File: src/rtl/rxrst_pkg.sv
package rxrst_pkg;

    typedef enum logic [2:0] {
        ST_IDLE,
        ST_HOLD,
        ST_WAIT_DATA,
        ST_WAIT_LOCK,
        ST_SETTLE,
        ST_RUN
    } seq_state_e;

    typedef struct packed {
        logic ana;
        logic dig;
        logic run;
    } rst_ctrl_t;

    function automatic int settle_cycles(input int mhz, input int us);
        return mhz * us;
    endfunction

    function automatic int max_of(input int a, input int b);
        return (a > b) ? a : b;
    endfunction

    function automatic rst_ctrl_t decode_state(input seq_state_e st);
        rst_ctrl_t c;
        c.ana = (st == ST_IDLE) || (st == ST_HOLD) || (st == ST_WAIT_DATA);
        c.dig = (st != ST_RUN);
        c.run = (st == ST_RUN);
        return c;
    endfunction

endpackage

File: src/rtl/rxrst_sync.sv
module rxrst_sync #(
    parameter int W = 1
) (
    input  logic         clk,
    input  logic         rst,
    input  logic [W-1:0] d_i,
    output logic [W-1:0] q_o
);

    for (genvar i = 0; i < W; i++) begin : g_bit
        logic meta_q;
        logic stab_q;
        always_ff @(posedge clk) begin
            if (rst) begin
                meta_q <= 1'b0;
                stab_q <= 1'b0;
            end else begin
                meta_q <= d_i[i];
                stab_q <= meta_q;
            end
        end
        assign q_o[i] = stab_q;
    end

endmodule

File: src/rtl/rxrst_timer.sv
module rxrst_timer #(
    parameter int MAX_CYC = 256,
    localparam int CW = $clog2(MAX_CYC + 1)
) (
    input  logic          clk,
    input  logic          rst,
    input  logic          clr_i,
    output logic [CW-1:0] cnt_o
);

    localparam logic [CW-1:0] TOP = CW'(MAX_CYC);

    logic [CW-1:0] cnt_q;

    always_ff @(posedge clk) begin
        if (rst || clr_i) begin
            cnt_q <= '0;
        end else if (cnt_q != TOP) begin
            cnt_q <= cnt_q + 1'b1;
        end
    end

    assign cnt_o = cnt_q;

endmodule

File: src/rtl/rxrst_fsm.sv
module rxrst_fsm
    import rxrst_pkg::*;
#(
    parameter int N_CH       = 4,
    parameter int SETTLE_CYC = 500,
    parameter int HOLD_CYC   = 256,
    parameter int CW         = 10
) (
    input  logic            clk,
    input  logic            rst,
    input  logic            start_i,
    input  logic            data_s_i,
    input  logic [N_CH-1:0] lock_s_i,
    input  logic [CW-1:0]   cnt_i,
    output logic            clr_o,
    output logic            ana_rst_o,
    output logic            dig_rst_o,
    output logic            done_o
);

    localparam logic [CW-1:0] SETTLE_LAST = CW'(SETTLE_CYC - 1);
    localparam logic [CW-1:0] HOLD_LAST   = CW'(HOLD_CYC - 1);

    seq_state_e st_q, st_d;
    rst_ctrl_t  ctrl;
    logic       all_lock, none_lock;

    assign all_lock  = &lock_s_i;
    assign none_lock = ~|lock_s_i;

    always_comb begin
        st_d = st_q;
        if (start_i) begin
            st_d = ST_HOLD;
        end else begin
            case (st_q)
                ST_IDLE:      st_d = ST_IDLE;
                ST_HOLD:      if (none_lock || cnt_i == HOLD_LAST) st_d = ST_WAIT_DATA;
                ST_WAIT_DATA: if (data_s_i) st_d = ST_WAIT_LOCK;
                ST_WAIT_LOCK: if (all_lock) st_d = ST_SETTLE;
                ST_SETTLE: begin
                    if (!all_lock)                 st_d = ST_WAIT_LOCK;
                    else if (cnt_i == SETTLE_LAST) st_d = ST_RUN;
                end
                ST_RUN:       if (!all_lock) st_d = ST_HOLD;
                default:      st_d = ST_IDLE;
            endcase
        end
    end

    always_ff @(posedge clk) begin
        if (rst) st_q <= ST_IDLE;
        else     st_q <= st_d;
    end

    assign clr_o     = start_i || (st_d != st_q);
    assign ctrl      = decode_state(st_q);
    assign ana_rst_o = ctrl.ana;
    assign dig_rst_o = ctrl.dig;
    assign done_o    = ctrl.run && all_lock;

    AST_RESET_HOLDS: assert property (@(posedge clk)
        rst |=> ana_rst_o && dig_rst_o && !done_o);
    AST_START_RESETS: assert property (@(posedge clk) disable iff (rst)
        start_i |=> ana_rst_o && dig_rst_o);
    AST_HOLD_BOUNDED: assert property (@(posedge clk) disable iff (rst)
        (st_q == ST_HOLD) |-> (cnt_i < CW'(HOLD_CYC)));
    AST_ANA_NEEDS_DATA: assert property (@(posedge clk) disable iff (rst)
        $fell(ana_rst_o) |-> $past(data_s_i));
    AST_DIG_AFTER_SETTLE: assert property (@(posedge clk) disable iff (rst)
        $fell(dig_rst_o) |-> ($past(cnt_i) == SETTLE_LAST) && $past(all_lock));
    AST_SETTLE_ABORT: assert property (@(posedge clk) disable iff (rst)
        (st_q == ST_SETTLE && !all_lock && !start_i) |=> (st_q == ST_WAIT_LOCK));
    AST_LOSS_RESETS: assert property (@(posedge clk) disable iff (rst)
        (st_q == ST_RUN && !all_lock) |=> ana_rst_o && dig_rst_o);
    AST_DONE_CLEAN: assert property (@(posedge clk) disable iff (rst)
        done_o |-> !ana_rst_o && !dig_rst_o && all_lock);

endmodule

File: src/rtl/rxrst_seq.sv
module rxrst_seq
    import rxrst_pkg::*;
#(
    parameter int N_CH      = 4,
    parameter int CLK_MHZ   = 125,
    parameter int SETTLE_US = 4,
    parameter int HOLD_CYC  = 256
) (
    input  logic            clk,
    input  logic            rst,
    input  logic            start_i,
    input  logic            data_ok_i,
    input  logic [N_CH-1:0] lock_i,
    output logic            ana_rst_o,
    output logic            dig_rst_o,
    output logic            done_o
);

    localparam int SETTLE_CYC = settle_cycles(CLK_MHZ, SETTLE_US);
    localparam int MAX_CYC    = max_of(SETTLE_CYC, HOLD_CYC);
    localparam int CW         = $clog2(MAX_CYC + 1);

    logic [N_CH-1:0] lock_s;
    logic            data_s;
    logic            tmr_clr;
    logic [CW-1:0]   tmr_cnt;

    rxrst_sync #(.W(N_CH)) u_sync_lock (
        .clk (clk),
        .rst (rst),
        .d_i (lock_i),
        .q_o (lock_s)
    );

    rxrst_sync #(.W(1)) u_sync_data (
        .clk (clk),
        .rst (rst),
        .d_i (data_ok_i),
        .q_o (data_s)
    );

    rxrst_timer #(.MAX_CYC(MAX_CYC)) u_timer (
        .clk   (clk),
        .rst   (rst),
        .clr_i (tmr_clr),
        .cnt_o (tmr_cnt)
    );

    rxrst_fsm #(
        .N_CH       (N_CH),
        .SETTLE_CYC (SETTLE_CYC),
        .HOLD_CYC   (HOLD_CYC),
        .CW         (CW)
    ) u_fsm (
        .clk       (clk),
        .rst       (rst),
        .start_i   (start_i),
        .data_s_i  (data_s),
        .lock_s_i  (lock_s),
        .cnt_i     (tmr_cnt),
        .clr_o     (tmr_clr),
        .ana_rst_o (ana_rst_o),
        .dig_rst_o (dig_rst_o),
        .done_o    (done_o)
    );

endmodule

File: config.mk
export PLATFORM = sky130hd
export DESIGN_NAME = rxrst_seq
export DESIGN_NICKNAME = d
export VERILOG_FILES = /design/src/rtl/rxrst_pkg.sv /design/src/rtl/rxrst_sync.sv /design/src/rtl/rxrst_timer.sv /design/src/rtl/rxrst_fsm.sv /design/src/rtl/rxrst_seq.sv
export SDC_FILE = /design/constraint.sdc
export NUM_CORES = 1
export LEC_CHECK = 0
export BUFFER_PORTS_ARGS = -buffer_cell sky130_fd_sc_hd__buf_2
export CAP_MARGIN = 20
export CORE_MARGIN = 4
export CORE_UTILIZATION = 40
export CTS_BUF_LIST = sky130_fd_sc_hd__clkbuf_4 sky130_fd_sc_hd__clkbuf_8
export DETAILED_ROUTE_END_ITERATION = 10
export GPL_ROUTABILITY_DRIVEN = 0
export PLACE_DENSITY_LB_ADDON = 0.2
export SYNTH_ARGS = -nofsm -noshare
export SYNTH_HDL_FRONTEND = slang
export SYNTH_SLANG_ARGS = --single-unit
File: constraint.sdc
create_clock -name clk -period 1.8 [get_ports clk]
set_input_delay 0.27 -clock clk [delete_from_list [all_inputs] [get_ports clk]]
set_output_delay 0.27 -clock clk [all_outputs]
set_load 0.01 [all_outputs]
### Word level (Yosys, flattened, before mapping)

Index checks and enable logic that the tools add are counted.

* register bits: 22
* input bits: 8
* output and inout port bits: 3
* logic and storage cells: 41

* add/sub/neg operators: 1
* equal/unequal tests: 10
* muxes and demuxes: 8
* reductions and logical operators: 10

Operators with widths (number)
* $mux W3: 7
* $pmux W3 S5: 1
* $add A9 B1 Y9 const B: 1
* $eq A9 B8 Y1 const B: 1
* $eq A9 B9 Y1 const B: 1
* $ne A9 B9 Y1 const B: 1
* $eq A3 B2 Y1 const B: 2
* $eq A3 B3 Y1 const B: 2
* $logic_or A1 B1 Y1: 5
* $reduce_and A4 Y1: 1
* $reduce_or A4 Y1: 1
* $eq A3 B1 Y1 const B: 1
* $logic_not A3 Y1: 1
* $ne A3 B3 Y1: 1
* $ne A3 B3 Y1 const B: 1
* $logic_and A1 B1 Y1: 1
* $logic_not A1 Y1: 1

### Logic depth before layout (Yosys ltp)

Gate-level depths: netlist (run 1).

* depth after elaboration: 9
* gate-level depth with buffers: 8
* mapped depth without buffers: 8

### Hierarchy

From an unflattened synthesis (run 1), not the netlist that was laid out.

* cell total of the unflattened synthesis: 108
* area total of the unflattened synthesis: 1028.5 µm²

By module, submodules not included
* rxrst_timer: times used 1, cells an instance 49, area each 422.9 µm², seq. area each 180.2 µm²
* rxrst_fsm: times used 1, cells an instance 35, area each 312.8 µm², seq. area each 60.1 µm²
* rxrst_sync at u_sync_lock: times used 1, cells an instance 20, area each 240.2 µm², seq. area each 160.2 µm²
* rxrst_sync at u_sync_data: times used 1, cells an instance 4, area each 52.6 µm², seq. area each 40.0 µm²

### Least setup slack after synthesis (run 1)

OpenSTA, ideal clock, no wires.

* kind: register -> register
* from: register u_timer.cnt_q[0], in the netlist u_timer.cnt_o[0]
* to: register u_timer.cnt_q[8], in the netlist u_timer.cnt_o[8]
* library setup time: 86 ps
* arrival: 1807 ps
* data required time: 1714 ps
* slack: -93 ps
* stages on the path, launching flop included: 9
* path buffers: 0
* period minus slack after synthesis: 1893 ps
* cells stage by stage: dfxtp_1 > ha_1 > nand3_1 > nor2_1 > ha_1 > or3_1 > o32ai_1 > o21ai_2 > a221oi_2

* word-level cells in the longest chain between the ends: 8
* elaborated cells between the ends (all ways): 13
* classes of those cells: add/sub (1); eq/ne (4); mux (5); reduce/logical (3)

Ends and longest elaborated chain
* from (decl): RTL line rxrst_timer.sv:13 `logic [CW-1:0] cnt_q;`
* from (signal assigned): RTL line rxrst_timer.sv:19 `cnt_q <= cnt_q + 1'b1;`
* $eq A9 B9 Y1 / $eq A9 B8 Y1 (equally long branches): RTL line rxrst_fsm.sv:43, rxrst_fsm.sv:38
* $mux W3 / $logic_or A1 B1 Y1 (equally long branches): RTL line rxrst_fsm.sv:43, rxrst_fsm.sv:38
* $mux W3, on equally long branches: RTL line rxrst_fsm.sv:42, rxrst_fsm.sv:38
* $pmux W3 S5: RTL line rxrst_fsm.sv:36 `case (st_q)`
* $mux W3: RTL line rxrst_fsm.sv:33 `if (start_i) begin`
* $ne A3 B3 Y1: RTL line rxrst_fsm.sv:56 `assign clr_o = start_i || (st_d != st_q);`
* $logic_or A1 B1 Y1: RTL line rxrst_fsm.sv:56
* $logic_or A1 B1 Y1: RTL line rxrst_timer.sv:16 `if (rst || clr_i) begin`

Parallel ways exist; a longest one is shown, timed or not.
A chain may end at the register's enable or synchronous reset.

### Final worst setup path (run 1)

* from: register u_timer.cnt_q[1], in the netlist u_timer.cnt_o[1]
* to: register u_timer.cnt_q[3], in the netlist u_timer.cnt_o[3]

Same word-level chain as after synthesis.

==> flow_summary_export.csv, run 1 <==
group,metric,value,unit
run_status,status,"finished, violations left",
run_status,violations,"setup timing",
timing,finalClockSkew,10.5,ps
hold_path,worstHoldEndpoint,"u_sync_lock.g_bit[2].meta_q",
worst_setup_path,r2r-end,"u_timer.cnt_o[3]",
logic_synthesis,synthCells,111,
timing,setup_tns,-17.3,ps
global_routing,grt.total_usage,13.6,%
cts,cts-hold-fix-buffers,0,
detailed_routing,viasPerCell,5.39,
detailed_routing,detail-route-antenna-nets,0,
die,die_area,0.00356,mm2
detailed_routing,first_iter_violations,36,
logic_synthesis,synth_top_cell_by_area,"dfxtp_1",
global_routing,grt_max_degree,14,
timing,fin_hold_ws,158,ps
worst_setup_path,crit_chain,"ha_4, nand3_2, nor2_1, ha_2, or3_4, o32ai_4, o21ai_4, a221oi_2",
worst_setup_path,critical_path_class,"register to register",
finish,final_core_util,59.0,%
worst_setup_path,ff2ff_path_depth,8,
cts,clkTransAtPathRegs,130,ps
logic_synthesis,syn-num-nets,122,
global_routing,grt.overflow.total,0,
worst_setup_path,cp-end-kind,"register",
timing,fmax,552,MHz
die,start_util,42.7,%
logic_synthesis,async_flop_share,0,%
finish,layout.nets,153,
cts,cts_tree,"done",
worst_setup_path,slowest_delay,370,ps
cts,htreeDepth,1,
hold_path,hold_path.class,"primary input to register",
timing,slew_violations,0,
die,rows,18,
global_routing,antenna_found_initial,0,
timing,tightest_slew,632,ps
die,fp.dieH,59.7,um
power,powerDensity,699,mW/mm2
place,portBuffers,10,
logic_synthesis,yosysWarnings,0,
logic_synthesis,synth-seq-cells,22,
hold_path,worst_hold_startpoint,"lock_i[2]",
worst_setup_path,reg2reg_from,"u_timer.cnt_o[1]",
logic_synthesis,synth-seq-area-share,41.3,%
timing,fin_crit_sh,101,%
logic_synthesis,ys_types,38,
worst_setup_path,path_buf_inv,0,
global_routing,grt_pass1_vias,807,
timing,relSlewSlack,57.5,%
power,leakage,0.522,nW
worst_setup_path,crit_slowest_cell,"dfxtp_2",
worst_setup_path,path_delay_family,"compound AO/OA/AOI/OAI gates",
timing,period_minus_slack,1810,ps
logic_synthesis,syn_avg_cell_area,9.62,um2
die,core,0.00250,mm2
logic_synthesis,yosys-top-cells-area,"dfxtp_1 (41%), nor2b_1 (5.9%), a211oi_1 (4.9%)",
logic_synthesis,syn_area,0.00107,mm2
finish,final_common_cell,"dfxtp_1",
timing,rsz0062_at_grt,"true",
worst_setup_path,startpoint_type,"register",
logic_synthesis,yosysTopAreaCellShare,41.3,%
cts,worstSkewPairLatency,320,ps
logic_synthesis,ys.flop_type,"dfxtp_1",
detailed_routing,wl_per_cell,13.8,um
power,irDropWorstVdd,0.510,mV
detailed_routing,vias,921,
die,die_w,59.7,um
finish,drive_gt1_share,39.0,%
die,io_pins,11,
cts,cts_root_buf,"clkbuf_4",
finish,final_cell_mix,"dfxtp_1 (20), buf_4 (18), nor2b_1 (10), buf_2 (10), nand2_1 (7)",
detailed_routing,finalWirelength,2360,um
detailed_routing,drc,0,
timing,finalSetupViolCount,2,
finish,synthToLayoutAreaGrowth,38.2,%
logic_synthesis,synth_edf_count,0,
cts,clock-sinks,22,
worst_setup_path,reg2reg_slack,-10,ps
finish,diodes,0,
hold_path,hold_depth,2,
timing,finalHoldViolations,0,
worst_setup_path,crit_fanout,5,
job,drv_cap,0,
detailed_routing,detail_route.first_pass.iterations,5,
cts,clock_path_buffers,2,
place,dp_hpwl,1510,um
global_routing,grt_pass1_wl,3670,um
timing,layout_setup_ws,-12.0,ps
worst_setup_path,arrival,2060,ps
worst_setup_path,required,2050,ps
cts,cts_buffers,3,
-- Yosys cell counts (3+ instances only) --
master / count
dfxtp_1: 22
nor2b_1: 10
a211oi_1: 7
nand2_1: 7
nor2_1: 6
inv_1: 5
xnor2_1: 5
a21oi_1: 4
nand3_1: 4
buf_6: 3
ha_1: 3
o21ai_0: 3
-- layer usage --
metal	part of all wire, %	up-vias	GRT usage [%]
met5	0	-	0
met4	1.4	0	6.65
met3	3.5	5	2.59
met2	46	13	20.2
met1	49	433	18.6
li1	-	470	-
-- cells by family (layout without fill, tap and decap cells) --
family	after synthesis	count (layout)	synth area share, %
DFF	22	22	41.3
xor gates and xnor gates	5	5	4.10
muxes	1	1	0.938
and+or+nand+nor	43	43	23.7
adders and majority gates	3	3	3.52
AOI/OAI and AO/OA	27	29	20.9
buffers and inverters	10	38	5.63
-- registers in the layout, indices dropped and copies added (netlist names) --
signal	count
u_timer.cnt_o	9
u_sync_lock.g_bit.meta_q	4
u_sync_lock.g_bit.stab_q	4
u_fsm.st_q	3
u_sync_data.g_bit.meta_q	1
u_sync_data.q_o	1
-- where the power goes --
part	switching, mW	internal, mW
clock	0.158	0.225
sequential	0.00697	0.502
combinational	0.0748	0.0629
-- layout make-up --
cell class                 instances  area [um2]
inverter                           5        18.8
fill                             218        1020
sequential                        22         443
clock inverter                     1        30.0
clock buffer                       3        22.5
multi-input combinational         81         718
tap                               30        37.5
timing repair buffer              29         205
-- per-stage QoR --
step           instances  worst slack [ps]  instance area (um2)  total power, mW
2_1_floorplan        111              9.26                 1080            0.581
3_3_place_gp         164             -39.9                 1280            0.618
3_5_place_dp         164             -85.3                 1280            0.619
4_1_cts              169             -23.4                 1380             1.02
5_1_grt              171             -83.4                 1480             1.07
6_report             171             -12.0                 1480             1.03
-- repair_timing --
item | CTS | global route
pin swaps | 1 | 3
cloned | 1 | 1
endpoints found under the setup margin | 9 | 10
resized for setup | 8 | 10
setup buffers | 0 | 1
-- worst max path at each step --
stage / start / to / slack, ps / cells after the start
after floorplan: u_timer.cnt_o[0] / u_timer.cnt_o[3] / 9 / 8
after global placement: u_timer.cnt_o[1] / u_timer.cnt_o[8] / -40 / 8
after detailed placement: u_timer.cnt_o[1] / u_timer.cnt_o[0] / -90 / 8
after CTS: u_timer.cnt_o[0] / u_timer.cnt_o[1] / -20 / 8
after global routing: u_timer.cnt_o[1] / u_timer.cnt_o[2] / -80 / 8
final: u_timer.cnt_o[1] / u_timer.cnt_o[3] / -10 / 8
No activity file was read; power rests on OpenSTA's default activity.
==> run 2, diff against run 1 <==
--- a/config.mk
+++ b/config.mk
@@ -7,8 +7,9 @@
 export LEC_CHECK = 0
 export BUFFER_PORTS_ARGS = -buffer_cell sky130_fd_sc_hd__buf_2
 export CAP_MARGIN = 20
+export CORE_ASPECT_RATIO = 1.25
 export CORE_MARGIN = 4
-export CORE_UTILIZATION = 40
+export CORE_UTILIZATION = 54
 export CTS_BUF_LIST = sky130_fd_sc_hd__clkbuf_4 sky130_fd_sc_hd__clkbuf_8
 export DETAILED_ROUTE_END_ITERATION = 10
 export GPL_ROUTABILITY_DRIVEN = 0
==> constraint.sdc (replaced) <==
create_clock -name clk -period 1.8 [get_ports clk]
set_input_delay 0.27 -clock clk [delete_from_list [all_inputs] [get_ports clk]]
set_output_delay 0.27 -clock clk [all_outputs]
set_load 0.005 [all_outputs]
==> run 2 against run 1 <==
Effect of this change: the run still ends with setup timing left; combinational power increased by 7%; non-clock buffer count up 1; register-to-register slack hardly changed; cell area hardly changed; sequential share of layout area hardly changed; maximum frequency shrank 0.42%; worst setup slack got worse by 7.7 ps; utilization increased by 22 points; global-route usage is 7.2 points higher; clock power grew 1%; critical path type unchanged; largest cell class unchanged.
==> flow_summary_export.csv, run 2 (same netlist as run 1, synthesis figures left out) <==
group,metric,value,unit
die,die_area,0.00276,mm2
timing,fin_crit_sh,101,%
worst_setup_path,crit_fanout,5,
finish,largest_register_ffs,9,
cts,clock-sinks,22,
finish,layout.nets,154,
timing,setup_tns,-67.8,ps
die,core,0.00183,mm2
run_status,violations,"setup timing",
finish,finish.instance_area,0.00148,mm2
job,drv_cap,0,
global_routing,grt.total_usage,20.8,%
detailed_routing,wl_met3,72,um
worst_setup_path,arrival,2060,ps
timing,period_minus_slack,1820,ps
detailed_routing,wl_met1,1100,um
power,powerDensity,709,mW/mm2
timing,tightest_slew,673,ps
detailed_routing,first_iter_violations,27,
global_routing,antenna_found_initial,0,
hold_path,hold_path.class,"primary input to register",
worst_setup_path,critical_path_class,"register to register",
timing,relSlewSlack,54.8,%
power,irDropWorstVdd,0.555,mV
global_routing,grt.overflow.total,0,
cts,clock_path_buffers,2,
die,start_util,58.3,%
cts,cts-hold-fix-buffers,0,
place,dp.cells,153,
power,leakage,0.524,nW
detailed_routing,detail_route.first_pass.iterations,4,
cts,clkTransAtPathRegs,130,ps
timing,finalHoldViolations,0,
run_status,status,"finished, violations left",
detailed_routing,detail-route-antenna-nets,0,
timing,rsz0062_at_grt,"true",
die,rows,17,
finish,drive_gt1_share,41.5,%
power,internal_power,0.794,mW
cts,cts_buffers,3,
cts,cts_root_buf,"clkbuf_4",
die,io_pins,11,
hold_path,worst_hold_startpoint,"lock_i[3]",
die,die_w,47.8,um
worst_setup_path,crit_path_start,"u_timer.cnt_o[0]",
finish,synthToLayoutAreaGrowth,38.3,%
timing,finalSetupViolCount,5,
timing,layout_setup_ws,-19.7,ps
place,dpl_cell_area,0.00126,mm2
place,portBuffers,10,
place,dp_hpwl,1500,um
power,power.switching,0.252,mW
detailed_routing,drc,0,
finish,stdcell_count,161,
die,fp.dieH,57.7,um
worst_setup_path,crit_slowest_cell,"dfxtp_2",
global_routing,grt_pass1_wl,4110,um
cts,worstSkewPairLatency,320,ps
timing,fmax,550,MHz
worst_setup_path,crit_chain,"ha_4, nand3_2, nor2_2, ha_2, or3_4, o32ai_4, o21ai_4, a211oi_1",
detailed_routing,finalWirelength,2600,um
timing,finalClockSkew,1.43,ps
finish,final_core_util,80.7,%
worst_setup_path,cp-end-kind,"register",
worst_setup_path,reg2reg_from,"u_timer.cnt_o[0]",
worst_setup_path,startpoint_type,"register",
finish,diodes,0,
worst_setup_path,required,2040,ps
power,clkPwrFrac,37.2,%
detailed_routing,top_layer,"met4",
timing,slew_violations,0,
detailed_routing,viasPerCell,5.92,
detailed_routing,wl_per_cell,16.2,um
finish,final_common_cell,"dfxtp_1",
cts,htreeDepth,1,
global_routing,grt_pass1_vias,984,
power,switching_share,24.1,%
detailed_routing,wl_met2,1380,um
finish,final_cell_mix,"dfxtp_1 (20), buf_4 (19), nor2b_1 (10), buf_2 (10), nand2_1 (7)",
power,p_total,1.05,mW
power,power_frac_seq,48.7,%
cts,cts_tree,"done",
worst_setup_path,slowest_delay,360,ps
power,pwr-share-comb,14.1,%
global_routing,grt_max_degree,14,
detailed_routing,vias,953,
run 2: path summary, 6_finish.rpt:
| kind | to | slack, ps | cells after the start |
|---|---|---|---|
| hold reg to reg | u_sync_lock.g_bit[2].stab_q | 460 | 1 |
| setup / recovery | u_timer.cnt_o[4] | -20 | 8 |
| hold / removal | u_sync_lock.g_bit[3].meta_q | 150 | 2 |
| setup reg to reg | u_timer.cnt_o[4] | -20 | 8 |
run 2: per-stage QoR:
stage               hold WS [ps]  worst slack (ps)
floorplan                    342              9.26
global placement             418             -31.3
detailed placement           431             -91.6
CTS                          159              3.12
global route                 142             -96.3
finish                       154             -19.7
run 2: what timing repair did:
item                                   in CTS  in global routing
endpoints found under the hold margin       0                  0
gates resized for setup                    15                  6
pin swaps                                   2                  4
cloned                                      2                  0
buffers inserted                            0                  2
setup endpoints to repair                   9                 10
run 2: power groups by stage:
stage               logic (mW)  clock network (mW)  registers (mW)
finish                   0.147               0.389           0.510
global route             0.157               0.418           0.512
CTS                      0.138               0.386           0.509
detailed placement       0.102                   0           0.519
global placement        0.0988                   0           0.519
floorplan               0.0608                   0           0.520
run 2: routing by layer:
layer,track usage [%],up-vias
met5,0,-
met4,7.69,0
met3,3.11,7
met2,38.2,18
met1,22.3,460
li1,-,468
run 2: area by class of cell:
class	instances	area [um2]
Clock buffer	3	22.5
Clock inverter	1	30.0
Fill cell	119	353
Inverter	5	18.8
Multi-Input combinational cell	81	726
Sequential cell	22	443
Tap cell	19	23.8
Timing Repair Buffer	30	213
run 2: critical path, delay by kind of cell (launching register included):
family	cells	cell delay [ps]
flip-flops	1	360
AO/OA/AOI/OAI	3	570
adder cells (fa/ha/maj)	2	340
AND/OR/NAND/NOR	3	470
